<file path="src/rtl/alu8_pkg.sv">
package alu8_pkg;
  localparam int DATA_W = 8;
  localparam int WIDE_W = 16;
  localparam int OP_W   = 5;

  typedef enum logic [OP_W-1:0] {
    OP_ADD   = 5'h00,
    OP_ADC   = 5'h01,
    OP_SUB   = 5'h02,
    OP_SBC   = 5'h03,
    OP_CMP   = 5'h04,
    OP_AND   = 5'h05,
    OP_OR    = 5'h06,
    OP_XOR   = 5'h07,
    OP_INC   = 5'h08,
    OP_DEC   = 5'h09,
    OP_NOT   = 5'h0A,
    OP_SETC  = 5'h0B,
    OP_FLIPC = 5'h0C,
    OP_PADD  = 5'h0D,
    OP_SPOFS = 5'h0E
  } alu_op_e;

  typedef struct packed {
    logic z;
    logic n;
    logic h;
    logic c;
  } alu_flags_t;
endpackage

</file>
<file path="src/rtl/alu8_arith.sv">
module alu8_arith #(
  parameter int W = 8
) (
  input  logic [W-1:0] a_i,
  input  logic [W-1:0] b_i,
  input  logic         cin_i,
  input  logic         sub_i,
  output logic [W-1:0] res_o,
  output logic         half_o,
  output logic         carry_o
);
  localparam int NIB = W / 2;

  // Full-width add or subtract; bit W is the carry or the borrow.
  function automatic logic [W:0] full_op(input logic [W-1:0] x, input logic [W-1:0] y,
                                         input logic ci, input logic s);
    logic [W:0] cx;
    cx = {{W{1'b0}}, ci};
    if (s) return {1'b0, x} - {1'b0, y} - cx;
    else   return {1'b0, x} + {1'b0, y} + cx;
  endfunction

  // Low-nibble carry/borrow: carry out of bit NIB-1 on add, borrow from bit NIB on subtract.
  function automatic logic nib_out(input logic [NIB-1:0] x, input logic [NIB-1:0] y,
                                   input logic ci, input logic s);
    logic [NIB:0] t;
    logic [NIB:0] cx;
    cx = {{NIB{1'b0}}, ci};
    if (s) t = {1'b0, x} - {1'b0, y} - cx;
    else   t = {1'b0, x} + {1'b0, y} + cx;
    return t[NIB];
  endfunction

  assign {carry_o, res_o} = full_op(a_i, b_i, cin_i, sub_i);
  assign half_o           = nib_out(a_i[NIB-1:0], b_i[NIB-1:0], cin_i, sub_i);
endmodule

</file>
<file path="src/rtl/alu8_logic.sv">
module alu8_logic #(
  parameter int W = 8
) (
  input  logic [W-1:0] a_i,
  input  logic [W-1:0] b_i,
  input  logic [1:0]   sel_i,   // 0 and, 1 or, 2 xor
  output logic [W-1:0] res_o
);
  always_comb begin
    unique case (sel_i)
      2'd0:    res_o = a_i & b_i;
      2'd1:    res_o = a_i | b_i;
      default: res_o = a_i ^ b_i;
    endcase
  end
endmodule

</file>
<file path="src/rtl/alu8_wide.sv">
module alu8_wide #(
  parameter int W  = 8,
  parameter int NW = 16
) (
  input  logic [NW-1:0] base_i,
  input  logic [NW-1:0] pair_i,
  input  logic [W-1:0]  ofs_i,
  input  logic          ofs_mode_i,
  output logic [NW-1:0] res_o,
  output logic          half_o,
  output logic          carry_o
);
  localparam int NIB = W / 2;
  localparam int HW  = NW - NIB;   // half-carry taken out of bit HW-1 for pair adds

  function automatic logic cout_at_hw(input logic [NW-1:0] x, input logic [NW-1:0] y);
    logic [HW:0] t;
    t = {1'b0, x[HW-1:0]} + {1'b0, y[HW-1:0]};
    return t[HW];
  endfunction

  function automatic logic cout_at_w(input logic [NW-1:0] x, input logic [NW-1:0] y);
    logic [W:0] t;
    t = {1'b0, x[W-1:0]} + {1'b0, y[W-1:0]};
    return t[W];
  endfunction

  function automatic logic cout_at_nib(input logic [NW-1:0] x, input logic [NW-1:0] y);
    logic [NIB:0] t;
    t = {1'b0, x[NIB-1:0]} + {1'b0, y[NIB-1:0]};
    return t[NIB];
  endfunction

  logic [NW-1:0] addend;
  logic          full_cout;

  assign addend = ofs_mode_i ? {{(NW-W){ofs_i[W-1]}}, ofs_i} : pair_i;
  assign {full_cout, res_o} = {1'b0, base_i} + {1'b0, addend};

  assign half_o  = ofs_mode_i ? cout_at_nib(base_i, addend) : cout_at_hw(base_i, addend);
  assign carry_o = ofs_mode_i ? cout_at_w(base_i, addend)   : full_cout;
endmodule

</file>
<file path="src/rtl/alu8_core.sv">
module alu8_core
  import alu8_pkg::*;
#(
  parameter int DW = alu8_pkg::DATA_W,
  parameter int WW = alu8_pkg::WIDE_W
) (
  input  logic [OP_W-1:0] op_i,
  input  logic [DW-1:0]   acc_i,
  input  logic [DW-1:0]   opnd_i,
  input  logic [WW-1:0]   pair_a_i,
  input  logic [WW-1:0]   pair_b_i,
  input  logic            z_i,
  input  logic            n_i,
  input  logic            h_i,
  input  logic            c_i,
  output logic [DW-1:0]   res_o,
  output logic            res_we_o,
  output logic [WW-1:0]   wide_o,
  output logic            wide_we_o,
  output logic            z_o,
  output logic            n_o,
  output logic            h_o,
  output logic            c_o
);
  alu_op_e    op;
  alu_flags_t fin, fout;

  // Named internal events, visible to the bound checker.
  logic [DW-1:0] ar_res, lg_res, ar_b;
  logic          ar_half, ar_carry, ar_cin, ar_sub;
  logic [1:0]    lg_sel;
  logic [WW-1:0] wd_res;
  logic          wd_half, wd_carry, wd_ofs;

  assign op  = alu_op_e'(op_i);
  assign fin = '{z: z_i, n: n_i, h: h_i, c: c_i};

  assign ar_sub = (op == OP_SUB) || (op == OP_SBC) || (op == OP_CMP) || (op == OP_DEC);
  assign ar_cin = ((op == OP_ADC) || (op == OP_SBC)) ? c_i : 1'b0;
  assign ar_b   = ((op == OP_INC) || (op == OP_DEC)) ? DW'(1) : opnd_i;
  assign lg_sel = (op == OP_AND) ? 2'd0 : (op == OP_OR) ? 2'd1 : 2'd2;
  assign wd_ofs = (op == OP_SPOFS);

  alu8_arith #(.W(DW)) u_arith (
    .a_i(acc_i), .b_i(ar_b), .cin_i(ar_cin), .sub_i(ar_sub),
    .res_o(ar_res), .half_o(ar_half), .carry_o(ar_carry)
  );

  alu8_logic #(.W(DW)) u_logic (
    .a_i(acc_i), .b_i(opnd_i), .sel_i(lg_sel), .res_o(lg_res)
  );

  alu8_wide #(.W(DW), .NW(WW)) u_wide (
    .base_i(pair_a_i), .pair_i(pair_b_i), .ofs_i(opnd_i), .ofs_mode_i(wd_ofs),
    .res_o(wd_res), .half_o(wd_half), .carry_o(wd_carry)
  );

  always_comb begin
    res_o     = acc_i;
    res_we_o  = 1'b0;
    wide_o    = pair_a_i;
    wide_we_o = 1'b0;
    fout      = fin;
    case (op)
      OP_ADD, OP_ADC, OP_SUB, OP_SBC, OP_CMP: begin
        res_o    = ar_res;
        res_we_o = (op != OP_CMP);
        fout     = '{z: (ar_res == '0), n: ar_sub, h: ar_half, c: ar_carry};
      end
      OP_AND, OP_OR, OP_XOR: begin
        res_o    = lg_res;
        res_we_o = 1'b1;
        fout     = '{z: (lg_res == '0), n: 1'b0, h: (op == OP_AND), c: 1'b0};
      end
      OP_INC, OP_DEC: begin
        res_o    = ar_res;
        res_we_o = 1'b1;
        fout     = '{z: (ar_res == '0), n: ar_sub, h: ar_half, c: c_i};
      end
      OP_NOT: begin
        res_o    = ~acc_i;
        res_we_o = 1'b1;
        fout.n   = 1'b1;
        fout.h   = 1'b1;
      end
      OP_SETC, OP_FLIPC: begin
        fout.n = 1'b0;
        fout.h = 1'b0;
        fout.c = (op == OP_SETC) ? 1'b1 : ~c_i;
      end
      OP_PADD, OP_SPOFS: begin
        wide_o    = wd_res;
        wide_we_o = 1'b1;
        fout      = '{z: (wd_ofs ? 1'b0 : z_i), n: 1'b0, h: wd_half, c: wd_carry};
      end
      default: ;
    endcase
  end

  assign z_o = fout.z;
  assign n_o = fout.n;
  assign h_o = fout.h;
  assign c_o = fout.c;
endmodule

</file>
<file path="config.mk">
export PLATFORM = sky130hd
export DESIGN_NAME = alu8_core
export DESIGN_NICKNAME = d
export VERILOG_FILES = /design/src/rtl/alu8_pkg.sv /design/src/rtl/alu8_arith.sv /design/src/rtl/alu8_logic.sv /design/src/rtl/alu8_wide.sv /design/src/rtl/alu8_core.sv
export SDC_FILE = /design/constraint.sdc
export NUM_CORES = 1
export LEC_CHECK = 0
export BUFFER_PORTS_ARGS = -buffer_cell sky130_fd_sc_hd__buf_2
export CAP_MARGIN = 20
export CORE_MARGIN = 4
export CORE_UTILIZATION = 55
export DETAILED_ROUTE_END_ITERATION = 6
export PLACE_DENSITY = 0.91
export SETUP_SLACK_MARGIN = 0.2
export SYNTH_ARGS = -nofsm -noshare
export SYNTH_HDL_FRONTEND = slang
export SYNTH_SLANG_ARGS = --single-unit
</file>
<file path="constraint.sdc">
create_clock -name vclk -period 9.05
set_input_delay 2.715 -clock vclk [all_inputs]
set_output_delay 2.715 -clock vclk [all_outputs]
set_load 0.05 [all_outputs]
</file>
==> qor.yml <==
timing:
  slew_headroom_pct: 54.7
  timing.setup.tns_ns: 0
  slew_violations: 0
  period_share_pct: 95.8
  hold_viol: 0
  setup_viol: 0
  grt_setup_unrepaired: "no"
  worst_slew_pin_slew_ns: 0.676
  final.min_clock_period_ns: 8.67
  fmax_mhz: 115
finish:
  fin_area_um2: 3560
  area_delta_synth_final_pct: 17.8
  antenna_cells: 0
  final_nets: 647
  layout_common_cells: "85 x buf_2, 53 x ha_1, 51 x nand2_1"
  design.seq.count: 0
  multiInputGateArea_um2: 2800
  drive_above_1_share_pct: 21.7
  clock_buffers: 0
  nFillCells: 449
  seq_area_um2: 0
  layout_commonest_cell: "buf_2"
synthesis:
  ys_seq_area_share_pct: 0
  synth-compound-area-share_pct: 31.8
  synth_top_area_share_pct: 21.9
  synth_top_family_by_area: "compound AO/OA/AOI/OAI gates"
  synth.avg_cell_area_um2: 6.65
  syn_inst: 455
  synthAdderAreaFrac_pct: 25.2
  synth.area.top_cells: "ha_1 22%, o21ai_0 7.4%, nand2_1 6.3%"
  syn_area_um2: 3030
  synthSimpleGateAreaFrac_pct: 22.9
  ys_warn_count: 0
  syn_nets: 570
  synthDistinctLibCells: 54
  synthMuxAreaShare_pct: 2.40
  synth_top_area_cell: "ha_1"
  synthXorXnorAreaFrac_pct: 8.97
critical_path:
  cp.arrival_ns: 5.95
  critPathCaptureType: "output port"
  critPathRequiredTime_ns: 6.34
  crit_fanout: 19
  crit_buf_inv: 3
  cp_slowest_cell: "fa_1"
  cp_slowest_stage_delay_ns: 0.43
  cp_cell_sequence: "clkbuf_4 > nor2b_2 > nor3b_2 > or2_2 > inv_1 > fa_1 > fa_1 > nor3_1 > nor3_1 > o21bai_1 > a21oi_1 > o21ai_0 > a221oi_1 > o32ai_2 > buf_2"
  critical-path-top-delay-family: "compound AO/OA/AOI/OAI gates"
  critical_path_class: "in -> out"
  start_kind: "input port"
cts:
  cts_setup_buffers: 0
  cts_hold_buf: 0
grt:
  grt_pass1_wl_mm: 15.0
  grt_max_degree: 22
  grt_pass1_vias: 3384
  grt_overflow: 0
  grt.total_usage_pct: 27.0
  antenna_found_initial: 0
pwr:
  p_leak_nw: 1.84
  power.density_nw_per_um2: 80.2
  ir_drop_mv: 0.0524
floorplan:
  fp.dieW_um: 82.2
  core_area_um2: 5200
  rows: 26
  initial_core_util_pct: 58.1
  io_pins: 87
  dieArea_um2: 6750
  die_height_um: 82.2
route:
  wl_per_cell_um: 15.5
  drtIter0Drc: 260
  ant_nets: 0
  vias: 3657
  firstDrtPassIters: 5
  post-route-drc-count: 0
  routed_wl_mm: 9.29
  routed_via_density: 6.10
place:
  io_buffers: 87
  dpl_cell_area_um2: 3540
  dp.final_hpwl_mm: 7.76
  place_congestion: 0.926
job:
  maxCapViolations: 0
min_path:
  hold_path_class: "in -> out"
  holdPathStages: 4
  min_to: "h_o"
  worst_hold_startpoint: "h_i"
status:
  status: "completed"
==> metrics by stage <==
step                      setup WS, ns  hold WS, ns  std cells  total power [mW]  util [%]
after detailed placement         0.249         5.83        600             0.278      68.1
after global routing             0.201         5.85        600             0.311      68.5
after global placement           0.343         5.82        600             0.271      68.1
after floorplan                  0.145         5.63        455             0.211         -
after CTS                        0.234         5.83        600             0.280      68.1
final                            0.381         5.83        600             0.286      68.5
==> cells in the mapped netlist, types with 3 or more instances <==
cell      count
nor2b_1       8
xor2_1       12
o22ai_1       6
o21a_1        7
nand3b_1      3
fa_1          5
buf_2         5
o31ai_1       3
a21oi_1      36
nand2_1      51
nand4b_1      4
nor3_1        5
inv_1        42
a21o_1       17
nand3_1      13
a22o_1        4
o221ai_1      5
a221oi_1      5
ha_1         53
o21ai_0      45
nand4_1       4
clkbuf_1     13
xnor2_1      19
mux2i_1       5
a31oi_1       4
nor2_1       35
nand2b_1     10
==> where the power goes <==
part           switching, mW  internal, mW
clock network              0             0
registers                  0             0
logic                  0.181         0.105
total                  0.181         0.105
==> worst max-delay path by stage <==
stage / startpoint / end / slack [ns] / depth (start not counted)
2_1_floorplan: op_i[1] / z_o / 0.15 / 15
3_3_place_gp: op_i[3] / c_o / 0.34 / 15
3_5_place_dp: op_i[3] / c_o / 0.25 / 15
4_1_cts: op_i[3] / c_o / 0.23 / 15
5_1_grt: op_i[3] / z_o / 0.20 / 15
6_report: op_i[3] / c_o / 0.38 / 15
==> what timing repair did <==
item                                    CTS  global route
endpoints found under the setup margin    0            10
hold endpoints to repair                  0             0
gates resized for setup                   0             8
==> per-layer routing <==
metal	up-vias	track usage, %	share of wire [%]
met5	-	0	0
met4	0	5.65	2.1
met3	27	3.04	8.8
met2	212	50.1	49
met1	1650	33.3	40
li1	1768	-	-
==> worst min-delay path: cells and delay by family <==
family,cells,cell delay (ns)
AOI/OAI and AO/OA,1,0.04
buffers and inverters,3,0.35
==> final cells by class <==
cell class | instances | area share, %
multi-input combinational | 391 | 78.7
timing repair buffer | 97 | 14.5
inverter | 42 | 4.42
tap | 70 | 2.46
==> kinds of logic after synthesis <==
group                    after synthesis
XOR/XNOR                              31
AO/OA/AOI/OAI                        151
buffers and inverters                 64
multiplexers                           7
AND/OR/NAND/NOR                      144
adder cells (fa/ha/maj)               58
(Power assumes the default switching activity.)
